`src/rtl/mtu_pkg.sv`:
```
package mtu_pkg;
  localparam int CB_EN  = 0;
  localparam int CB_RS  = 1;
  localparam int CB_LD  = 2;
  localparam int CB_IE  = 3;
  localparam int CB_IP  = 4;
  localparam int CFG_FRZ = 9;
  localparam int BUS_W  = 32;
  localparam int ADDR_W = 7;
  localparam int CTL_W  = 5;

  typedef struct packed {
    logic ip;
    logic ie;
    logic rs;
    logic en;
  } sub_ctl_t;

  function automatic logic [CTL_W-1:0] ctl_word(input sub_ctl_t c);
    return {c.ip, c.ie, 1'b0, c.rs, c.en};
  endfunction
endpackage

```
`src/rtl/mtu_prescaler.sv`:
```
module mtu_prescaler #(
  parameter int PRE_W = 16
) (
  input  logic             clk,
  input  logic             rst_n,
  input  logic             freeze,
  input  logic             val_we,
  input  logic             rld_we,
  input  logic [PRE_W-1:0] wdata,
  output logic [PRE_W-1:0] value_o,
  output logic [PRE_W-1:0] reload_o,
  output logic             tick_o
);
  logic [PRE_W-1:0] value_q, value_d;
  logic [PRE_W-1:0] reload_q, reload_d;

  assign tick_o = !freeze && (value_q == '0);

  always_comb begin
    value_d  = value_q;
    reload_d = reload_q;
    if (rld_we) reload_d = wdata;
    if (val_we) begin
      value_d = wdata;
    end else if (!freeze) begin
      value_d = (value_q == '0) ? reload_q : value_q - 1'b1;
    end
  end

  always_ff @(posedge clk or negedge rst_n) begin
    if (!rst_n) begin
      value_q  <= '0;
      reload_q <= '0;
    end else begin
      value_q  <= value_d;
      reload_q <= reload_d;
    end
  end

  assign value_o  = value_q;
  assign reload_o = reload_q;

  AST_TICK_RELOAD: assert property (@(posedge clk) disable iff (!rst_n)
    (tick_o && !val_we) |=> (value_q == $past(reload_q)));
  AST_FREEZE_HOLD: assert property (@(posedge clk) disable iff (!rst_n)
    (freeze && !val_we) |=> $stable(value_q));
endmodule

```
`src/rtl/mtu_subtimer.sv`:
```
module mtu_subtimer
  import mtu_pkg::*;
#(
  parameter int CNT_W        = 32,
  parameter bit PEND_CLR_ONE = 1'b1
) (
  input  logic             clk,
  input  logic             rst_n,
  input  logic             tick,
  input  logic             cnt_we,
  input  logic             rld_we,
  input  logic             ctl_we,
  input  logic [CNT_W-1:0] wdata,
  output logic [CNT_W-1:0] cnt_o,
  output logic [CNT_W-1:0] rld_o,
  output sub_ctl_t         ctl_o
);
  logic [CNT_W-1:0] cnt_q, cnt_d, rld_q, rld_d;
  sub_ctl_t         ctl_q, ctl_d;
  logic             step, uf, pend_clr;

  assign step     = tick && ctl_q.en;
  assign uf       = step && (cnt_q == '0);
  assign pend_clr = ctl_we && (wdata[CB_IP] == PEND_CLR_ONE);

  always_comb begin
    cnt_d = cnt_q;
    rld_d = rld_q;
    ctl_d = ctl_q;
    if (rld_we) rld_d = wdata;
    if (cnt_we) begin
      cnt_d = wdata;
    end else if (ctl_we && wdata[CB_LD]) begin
      cnt_d = rld_q;
    end else if (step) begin
      if (uf) cnt_d = ctl_q.rs ? rld_q : '1;
      else    cnt_d = cnt_q - 1'b1;
    end
    if (ctl_we) begin
      ctl_d.en = wdata[CB_EN];
      ctl_d.rs = wdata[CB_RS];
      ctl_d.ie = wdata[CB_IE];
    end else if (uf && !ctl_q.rs) begin
      ctl_d.en = 1'b0;
    end
    if (uf && ctl_q.ie)  ctl_d.ip = 1'b1;
    else if (pend_clr)   ctl_d.ip = 1'b0;
  end

  always_ff @(posedge clk or negedge rst_n) begin
    if (!rst_n) begin
      cnt_q <= '0;
      rld_q <= '0;
      ctl_q <= '0;
    end else begin
      cnt_q <= cnt_d;
      rld_q <= rld_d;
      ctl_q <= ctl_d;
    end
  end

  assign cnt_o = cnt_q;
  assign rld_o = rld_q;
  assign ctl_o = ctl_q;

  AST_LOAD_COPY: assert property (@(posedge clk) disable iff (!rst_n)
    (ctl_we && wdata[CB_LD] && !cnt_we) |=> (cnt_q == $past(rld_q)));
  AST_PEND_SET: assert property (@(posedge clk) disable iff (!rst_n)
    (uf && ctl_q.ie) |=> ctl_q.ip);
  AST_STOP_NORESTART: assert property (@(posedge clk) disable iff (!rst_n)
    (uf && !ctl_q.rs && !ctl_we && !cnt_we) |=> (!ctl_q.en && (cnt_q == '1)));
  AST_IDLE_HOLD: assert property (@(posedge clk) disable iff (!rst_n)
    (!ctl_q.en && !cnt_we && !ctl_we) |=> $stable(cnt_q));
endmodule

```
`src/rtl/mtu_readmux.sv`:
```
module mtu_readmux
  import mtu_pkg::*;
#(
  parameter int NUM_SUB = 3,
  parameter int CNT_W   = 32,
  parameter int PRE_W   = 16
) (
  input  logic [ADDR_W-1:0]             addr,
  input  logic [PRE_W-1:0]              pre_val,
  input  logic [PRE_W-1:0]              pre_rld,
  input  logic [BUS_W-1:0]              cfg_word,
  input  logic [NUM_SUB-1:0][CNT_W-1:0] cnt_all,
  input  logic [NUM_SUB-1:0][CNT_W-1:0] rld_all,
  input  logic [NUM_SUB-1:0][CTL_W-1:0] ctl_all,
  output logic [BUS_W-1:0]              rdata
);
  logic [2:0] grp;
  logic [1:0] wsel;

  assign grp  = addr[6:4];
  assign wsel = addr[3:2];

  always_comb begin
    rdata = '0;
    if (grp == 3'd0) begin
      case (wsel)
        2'd0:    rdata = BUS_W'(pre_val);
        2'd1:    rdata = BUS_W'(pre_rld);
        2'd2:    rdata = cfg_word;
        default: rdata = '0;
      endcase
    end else begin
      for (int i = 0; i < NUM_SUB; i++) begin
        if (int'(grp) == i + 1) begin
          case (wsel)
            2'd0:    rdata = BUS_W'(cnt_all[i]);
            2'd1:    rdata = BUS_W'(rld_all[i]);
            2'd2:    rdata = BUS_W'(ctl_all[i]);
            default: rdata = '0;
          endcase
        end
      end
    end
  end
endmodule

```
`src/rtl/mtu_unit.sv`:
```
module mtu_unit
  import mtu_pkg::*;
#(
  parameter int NUM_SUB      = 3,
  parameter int CNT_W        = 32,
  parameter int PRE_W        = 16,
  parameter int IRQ_BASE     = 9,
  parameter bit SEP_IRQ      = 1'b1,
  parameter bit PEND_CLR_ONE = 1'b1
) (
  input  logic               clk,
  input  logic               rst_n,
  input  logic               bus_sel,
  input  logic               bus_we,
  input  logic [6:0]         bus_addr,
  input  logic [31:0]        bus_wdata,
  output logic [31:0]        bus_rdata,
  output logic [NUM_SUB-1:0] irq_o
);
  localparam logic [2:0] NSUB_FIELD = 3'(NUM_SUB);
  localparam logic [4:0] IRQ_FIELD  = 5'(IRQ_BASE);

  logic                          wr, grp_common;
  logic [2:0]                    grp;
  logic [1:0]                    wsel;
  logic                          frz_q, frz_d;
  logic                          tick;
  logic [PRE_W-1:0]              pre_val, pre_rld;
  logic [BUS_W-1:0]              cfg_word;
  logic [NUM_SUB-1:0][CNT_W-1:0] cnt_all, rld_all;
  logic [NUM_SUB-1:0][CTL_W-1:0] ctl_all;
  logic [NUM_SUB-1:0]            pend;

  assign wr         = bus_sel && bus_we;
  assign grp        = bus_addr[6:4];
  assign wsel       = bus_addr[3:2];
  assign grp_common = (grp == 3'd0);

  always_comb begin
    frz_d = frz_q;
    if (wr && grp_common && wsel == 2'd2) frz_d = bus_wdata[CFG_FRZ];
  end

  always_ff @(posedge clk or negedge rst_n) begin
    if (!rst_n) frz_q <= 1'b0;
    else        frz_q <= frz_d;
  end

  always_comb begin
    cfg_word          = '0;
    cfg_word[2:0]     = NSUB_FIELD;
    cfg_word[7:3]     = IRQ_FIELD;
    cfg_word[8]       = SEP_IRQ;
    cfg_word[CFG_FRZ] = frz_q;
  end

  mtu_prescaler #(.PRE_W(PRE_W)) u_pre (
    .clk      (clk),
    .rst_n    (rst_n),
    .freeze   (frz_q),
    .val_we   (wr && grp_common && wsel == 2'd0),
    .rld_we   (wr && grp_common && wsel == 2'd1),
    .wdata    (bus_wdata[PRE_W-1:0]),
    .value_o  (pre_val),
    .reload_o (pre_rld),
    .tick_o   (tick)
  );

  for (genvar g = 0; g < NUM_SUB; g++) begin : g_sub
    logic     hit;
    sub_ctl_t ctl;
    assign hit = wr && (int'(grp) == g + 1);
    mtu_subtimer #(.CNT_W(CNT_W), .PEND_CLR_ONE(PEND_CLR_ONE)) u_sub (
      .clk    (clk),
      .rst_n  (rst_n),
      .tick   (tick),
      .cnt_we (hit && wsel == 2'd0),
      .rld_we (hit && wsel == 2'd1),
      .ctl_we (hit && wsel == 2'd2),
      .wdata  (bus_wdata[CNT_W-1:0]),
      .cnt_o  (cnt_all[g]),
      .rld_o  (rld_all[g]),
      .ctl_o  (ctl)
    );
    assign ctl_all[g] = ctl_word(ctl);
    assign pend[g]    = ctl.ip;
  end

  if (SEP_IRQ) begin : g_irq_sep
    assign irq_o = pend;
  end else begin : g_irq_or
    always_comb begin
      irq_o    = '0;
      irq_o[0] = |pend;
    end
  end

  mtu_readmux #(.NUM_SUB(NUM_SUB), .CNT_W(CNT_W), .PRE_W(PRE_W)) u_rd (
    .addr     (bus_addr),
    .pre_val  (pre_val),
    .pre_rld  (pre_rld),
    .cfg_word (cfg_word),
    .cnt_all  (cnt_all),
    .rld_all  (rld_all),
    .ctl_all  (ctl_all),
    .rdata    (bus_rdata)
  );

  AST_FRZ_NO_TICK: assert property (@(posedge clk) disable iff (!rst_n)
    frz_q |-> !tick);
endmodule

```
`config.mk`:
```
export PLATFORM = sky130hd
export DESIGN_NAME = mtu_unit
export DESIGN_NICKNAME = d
export VERILOG_FILES = /design/src/rtl/mtu_pkg.sv /design/src/rtl/mtu_prescaler.sv /design/src/rtl/mtu_subtimer.sv /design/src/rtl/mtu_readmux.sv /design/src/rtl/mtu_unit.sv
export SDC_FILE = /design/constraint.sdc
export NUM_CORES = 1
export LEC_CHECK = 0
export BUFFER_PORTS_ARGS = -buffer_cell sky130_fd_sc_hd__buf_2
export CORE_MARGIN = 3
export CORE_UTILIZATION = 62
export CTS_CLUSTER_DIAMETER = 30
export DETAILED_ROUTE_END_ITERATION = 6
export GPL_TIMING_DRIVEN = 0
export PLACE_DENSITY = 0.81
export SLEW_MARGIN = 15
export SYNTH_ARGS = -nofsm -noshare
export SYNTH_HDL_FRONTEND = slang
export SYNTH_SLANG_ARGS = --single-unit
```
`constraint.sdc`:
```
create_clock -name clk -period 3.6 [get_ports clk]
set_clock_uncertainty 0.05 [all_clocks]
set_input_delay 0 -clock clk [delete_from_list [all_inputs] [get_ports clk]]
set_output_delay 0 -clock clk [all_outputs]
set_load 0.005 [all_outputs]
```
==> flow_metrics.tcl, run 1 <==
set metrics [dict create \
    h-tree-depth 2 \
    path_max_fanout 10 \
    dpl.hpwl_um 41170 \
    synth_nets 1644 \
    vias 15570 \
    period_needed_ns 3.571 \
    netSwitchingFraction 0.3232 \
    nets 1808 \
    clkTransAtPathRegs_ns 0.05 \
    gr-usage-all-layers 0.4455 \
    worst-setup-path-type "reg -> reg" \
    power_uw 11330 \
    io_pins 78 \
    drv_cap 0 \
    yosysUniqueCellTypes 76 \
    ff2ff_setup_slack_ns 0.03 \
    clk_latency_ns 0.59 \
    violations "design-rule violations" \
    area_growth_pct 21.53 \
    seqCellArea_um2 5931 \
    via_per_inst 7.318 \
    postCtsSetupRepairBufs 0 \
    core_area_um2 23610 \
    finalSetupViolations 0 \
    start_kind "flip-flop" \
    die_h_um 161.3 \
    tightest_slew_ns 1.208 \
    grt_max_degree 93 \
    drtPass1Iterations 7 \
    status "complete, but fails checks" \
    grt_pass1_wl_um 89290 \
    antenna_cells 0 \
    clockBufferDepth 3 \
    cts_root_buffer "clkbuf_16" \
    die_x_um 161.3 \
    power.share.clock 0.476 \
    end_kind "flip-flop" \
    critPathArrivalTime_ns 4.03 \
    antenna_found_initial 0 \
    p_int_uw 7669 \
    fmax_mhz 280.1 \
    place_congestion 1.066 \
    finalCritPeriodShare 0.9919 \
    io_buffer_count 70 \
    synth_warnings 0 \
    p_leak_uw 0.007845 \
    synthFlopType "dfrtp_1" \
    netlist_area_um2 14940 \
    hold_viol 0 \
    netlist_instances 1596 \
    slew_violations 0 \
    combPwrFrac 0.192 \
    hold_path.class "in -> async" \
    drc 3 \
    irDropWorstVdd_mv 0.4595 \
    die-area_um2 26000 \
    async_flop_share 1.000 \
    initialDrtViolationCount 2558 \
    grt_overflow_total 0 \
    cts_buffers 57 \
    power.net_switching_uw 3663 \
    start_util 0.6329 \
    wire_per_inst_um 27.88 \
    clock_sinks 237 \
    nFillCells 1668 \
    multiInputGateArea_um2 8366 \
    cts_tree "built" \
    rows 56 \
    power_frac_seq 0.332 \
    required_ns 4.06 \
    drive_gt1_frac 0.2035 \
    synth_edf_count 0 \
    hold_slack_ns 0.02650 \
    yosys_register_bits 237 \
    ys_seq_area_frac 0.3969 \
    ant_nets 0 \
    slew_headroom 0.1887 \
    avgSynthCellArea_um2 9.364 \
    grt_pass1_vias 14870 \
    wirelength_um 59300 \
    power.density_nw_per_um2 623.9 \
]
path summary, 6_finish.rpt:
path                                                      start                                   end  cells past startpoint
min in group clk                                  bus_wdata[14]         u_pre.value_o[14]$_DFFE_PN0P_                      3
max reg2reg                                   frz_q$_DFFE_PN0P_  g_sub[0].u_sub.cnt_o[17]$_DFFE_PN0P_                      9
max in group asynchronous                                 rst_n  g_sub[0].u_sub.cnt_o[23]$_DFFE_PN0P_                      3
min reg2reg                g_sub[0].u_sub.rld_o[23]$_DFFE_PN0P_  g_sub[0].u_sub.rld_o[23]$_DFFE_PN0P_                      1
min                                                       rst_n         u_pre.reload_o[5]$_DFFE_PN0P_                      3
max                                           frz_q$_DFFE_PN0P_  g_sub[0].u_sub.cnt_o[17]$_DFFE_PN0P_                      9
flip-flops by register name (all words and copies together) (netlist names):
register	count
u_pre.reload_o	16
u_pre.value_o	16
g_sub.u_sub.rld_o	96
frz_q	1
g_sub.u_sub.ctl_o	12
g_sub.u_sub.cnt_o	96
cell usage after synthesis, drive strengths merged, types with 3 or more instances:
cell	instances	area, um2
o221ai	48	420.4
mux2i	45	450.4
inv	23	86.33
mux4	9	202.7
a22oi	95	713.2
a22o	9	78.83
nor3b	4	30.03
o22a	4	35.03
a21oi	85	425.4
a2bb2oi	6	52.55
a221oi	8	70.07
nor2b	7	43.79
or3	10	68.82
xnor2	30	262.8
nor2	98	367.9
a31oi	8	50.05
or2	6	37.54
nor4b	8	70.07
nand2	120	450.4
o31ai	5	37.54
o22ai	58	362.9
and2	7	43.79
and4b	3	30.03
nand2b	9	56.30
o21ai	128	640.6
xor2	46	402.9
a21o	3	22.52
nor4	31	234.0
nand3	35	175.2
nand4b	4	35.03
nand4	23	150.1
or4	11	90.08
and3	5	31.28
mux2	135	1520
dfrtp	237	5931
buf	31	173.9
o211ai	4	30.03
ha	5	62.56
a211oi	13	102.6
nor3	48	250.2
clkbuf	107	417.9
stage by stage:
step	TNS, ns	area, um2	setup WS, ns	util	std cells
after global routing	-0.003475	18160	-0.002030	0.7692	2127
after global placement	-416.51	15690	-1.765	0.6646	1985
after CTS	0	18140	0.01560	0.7681	2127
after floorplan	0	14940	0.9260	-	1596
final	0	18160	0.02925	0.7692	2127
after detailed placement	-5.785	15760	-0.2847	0.6674	1987
critical path, cell delays in order, from the launching register on:
cell,delay (ns)
dfrtp_1,0.31
clkbuf_1,0.47
nor4_1,0.14
and4_1,0.34
buf_2,0.28
a21o_1,0.30
nor2_1,0.69
clkbuf_1,0.59
a22oi_1,0.20
o21ai_0,0.12
repair_timing:
item,in CTS,in global routing
resized for setup,1,4
hold endpoints to repair,416,0
hold buffers,33,0
setup endpoints to repair,31,72
cell usage in the layout (no fill, tap or decap), drive strengths merged, types with 18 or more instances in the layout:
master	synthesis	layout
dfrtp	237	237
nor4	31	31
clkbuf	107	175
mux2i	45	45
buf	31	104
o221ai	48	48
xnor2	30	30
dlygate4sd3	0	32
nand4	23	23
o22ai	58	58
nand2	120	120
nor3	48	48
a21oi	85	85
nand3	35	35
inv	23	26
xor2	46	46
o21ai	128	128
nor2	98	98
a22oi	95	95
clkinv	0	18
mux2	135	135
logic make-up (layout without fill, tap and decap cells):
kind of cell             Yosys count  in the layout  share of synthesized area
AND/OR/NAND/NOR                  438            438                     0.1503
buffers and inverters            161            373                    0.04538
multiplexers                     189            189                     0.1454
adder cells (fa/ha/maj)            5              5                   0.004186
XOR/XNOR                          76             76                    0.04454
AO/OA/AOI/OAI                    490            490                     0.2133
flip-flops                       237            237                     0.3969
layout make-up:
type / instances / area share
clock buffer: 68 / 0.08411
buffer: 138 / 0.03258
tap: 319 / 0.02198
timing repair buffer: 105 / 0.04202
sequential: 237 / 0.3265
multi-input combinational: 1198 / 0.4606
clock inverter: 39 / 0.02742
inverter: 23 / 0.004753
metal layers:
layer  GRT usage  wire, um
met5           0         0
met4      0.2917      5014
met3      0.1044      7838
met2      0.6434     24510
met1      0.6023     21930
power by group through the flow:
stage | logic (uW) | clock network, uW | registers (uW)
global placement | 1960 | 0 | 3730
CTS | 2100 | 5360 | 3720
floorplan | 1480 | 0 | 3530
global route | 2350 | 5510 | 3800
finish | 2170 | 5390 | 3770
detailed placement | 2040 | 0 | 3740
Note: power is estimated with default switching activity, not from simulation.
==> run 2, diff against run 1 <==
==> constraint.sdc (replaced) <==
create_clock -name clk -period 3.6 [get_ports clk]
set_clock_uncertainty 0.05 [all_clocks]
set_input_delay 0.72 -clock clk [delete_from_list [all_inputs] [get_ports clk]]
set_output_delay 0.72 -clock clk [all_outputs]
set_load 0.005 [all_outputs]
==> flow_metrics.tcl, run 2 (synthesized netlist as in run 1, its figures left out) <==
set metrics [dict create \
    ant_nets 0 \
    vias 15390 \
    nFillCells 1709 \
    crit_path_max_incr_delay_ns 0.40 \
    grt_pass1_wl_um 88160 \
    drv_cap 0 \
    hold_path.class "in -> async" \
    cts_root_buffer "clkbuf_16" \
    tightest_slew_ns 1.199 \
    drive_gt1_frac 0.2217 \
    regToRegStartpoint "frz_q$_DFFE_PN0P_" \
    cp_slowest_cell "a211oi_1" \
    p_leak_uw 0.007769 \
    path_buf_inv 5 \
    antenna_cells 0 \
    antenna_found_initial 1 \
    via_per_inst 7.342 \
    end_kind "output pin" \
    slew_headroom 0.1948 \
    path_max_fanout 10 \
    hold_viol 0 \
    ff2ff_setup_slack_ns 0.08 \
    rows 56 \
    finalCritPeriodShare 0.9976 \
    core_area_um2 23610 \
    grt_overflow_total 0 \
    crit_chain "buf_2 -> buf_2 -> nor2b_2 -> clkbuf_2 -> clkbuf_4 -> a221oi_1 -> a211oi_1 -> buf_2" \
    r2r_end "g_sub[0].u_sub.cnt_o[17]$_DFFE_PN0P_" \
    fmax_mhz 278.5 \
    wirelength_um 58610 \
    dpl.hpwl_um 41170 \
    final_common_cell "dfrtp_1" \
    cp_top_family "buffers and inverters" \
    finalSetupViolations 0 \
    required_ns 2.83 \
    die-area_um2 26000 \
    area_growth_pct 19.81 \
    cts_tree "built" \
    die_h_um 161.3 \
    nets 1777 \
    clockBufferDepth 3 \
    irDropWorstVdd_mv 0.4401 \
    hold_slack_ns 0.05399 \
    clk_latency_ns 0.59 \
    drtPass1Iterations 7 \
    violations "design-rule violations" \
    io_buffer_count 70 \
    period_needed_ns 3.591 \
    power_uw 11290 \
    status "complete, but fails checks" \
    clock_sinks 237 \
    slew_violations 0 \
    worst-setup-path-type "in -> out" \
    grt_pass1_vias 14660 \
    reg2reg_depth 9 \
    fin_util 0.7583 \
    crit_top_cell "buf_2" \
    cts_buffers 57 \
    layout_common_cells "dfrtp_1 (237), mux2_2 (135), o21ai_0 (125)" \
    power.density_nw_per_um2 630.5 \
    h-tree-depth 2 \
    start_kind "primary input" \
    gr-usage-all-layers 0.4396 \
    place_congestion 1.066 \
    critPathArrivalTime_ns 2.82 \
    wire_per_inst_um 27.96 \
    clkTransAtPathRegs_ns 0.04 \
    drc 2 \
    initialDrtViolationCount 2586 \
    grt_max_degree 93 \
    start_util 0.6329 \
    die_x_um 161.3 \
    io_pins 78 \
]
run 2: cell count changes in the layout (fill, tap and decap cells not counted), moves of 3 or more:
| cell | change |
|---|---|
| clkbuf_1 | -16 |
| buf_4 | +5 |
| dlygate4sd3_1 | -32 |
| clkbuf_4 | +5 |
| nor2_1 | -3 |
| clkbuf_2 | +9 |
run 2: power breakdown:
group / switching [uW] / internal (uW)
clock network: 1770 / 3610
registers: 634 / 3130
logic: 1240 / 907
total: 3640 / 7650
run 2: worst max path at each step:
stage / startpoint / endpoint / cells after the start
final: bus_addr[2] / bus_rdata[29] / 8
after global routing: bus_addr[4] / bus_rdata[12] / 9
after CTS: bus_addr[2] / bus_rdata[4] / 9
after detailed placement: bus_addr[2] / bus_rdata[4] / 9
after global placement: rst_n / g_sub[1].u_sub.cnt_o[27]$_DFFE_PN0P_ / 1
after floorplan: bus_addr[2] / bus_rdata[4] / 7
run 2: final cells by class:
| cell class | count | area, um2 | share of cell area |
|---|---|---|---|
| repair buffers | 75 | 437.9 | 0.02446 |
| clock inverters | 39 | 498.0 | 0.02781 |
| flip-flops and latches | 237 | 5931 | 0.3312 |
| multi-input cells | 1198 | 8398 | 0.4690 |
| well taps | 319 | 399.1 | 0.02229 |
| plain buffers | 137 | 626.9 | 0.03501 |
| inverters | 23 | 86.33 | 0.004822 |
| clock buffers | 68 | 1528 | 0.08533 |
run 2: what timing repair did:
item                                    CTS  global route
resized for setup                        26            18
buffers inserted                          0             3
hold buffers                              0             0
endpoints found under the setup margin   63           110
pin swaps                                 0             1
run 2: per-layer routing:
layer / GRT usage / up-vias / share of wire
met5: 0 / - / 0
met4: 0.2984 / 0 / 0.088
met3: 0.1087 / 350 / 0.13
met2: 0.6285 / 1356 / 0.41
met1: 0.5914 / 7342 / 0.37
li1: - / 6341 / -
run 2: worst register-to-register path, stage by stage, from the launching register on:
cell      delay (ns)
dfrtp_1         0.32
clkbuf_1        0.46
nor4_1          0.15
and4_1          0.34
buf_2           0.28
a21o_1          0.31
nor2_1          0.66
clkbuf_1        0.58
a22oi_1         0.20
o21ai_0         0.12
run 2: through the flow:
stage	instance area, um2	instances	setup TNS [ns]	setup WS [ns]
2_1_floorplan	14940	1596	0	0.2405
6_report	17900	2096	0	0.008733
3_3_place_gp	15690	1985	-624.13	-2.485
3_5_place_dp	15760	1987	-49.64	-1.077
4_1_cts	17840	2094	-0.02557	-0.02557
5_1_grt	17900	2096	-0.002738	-0.002644
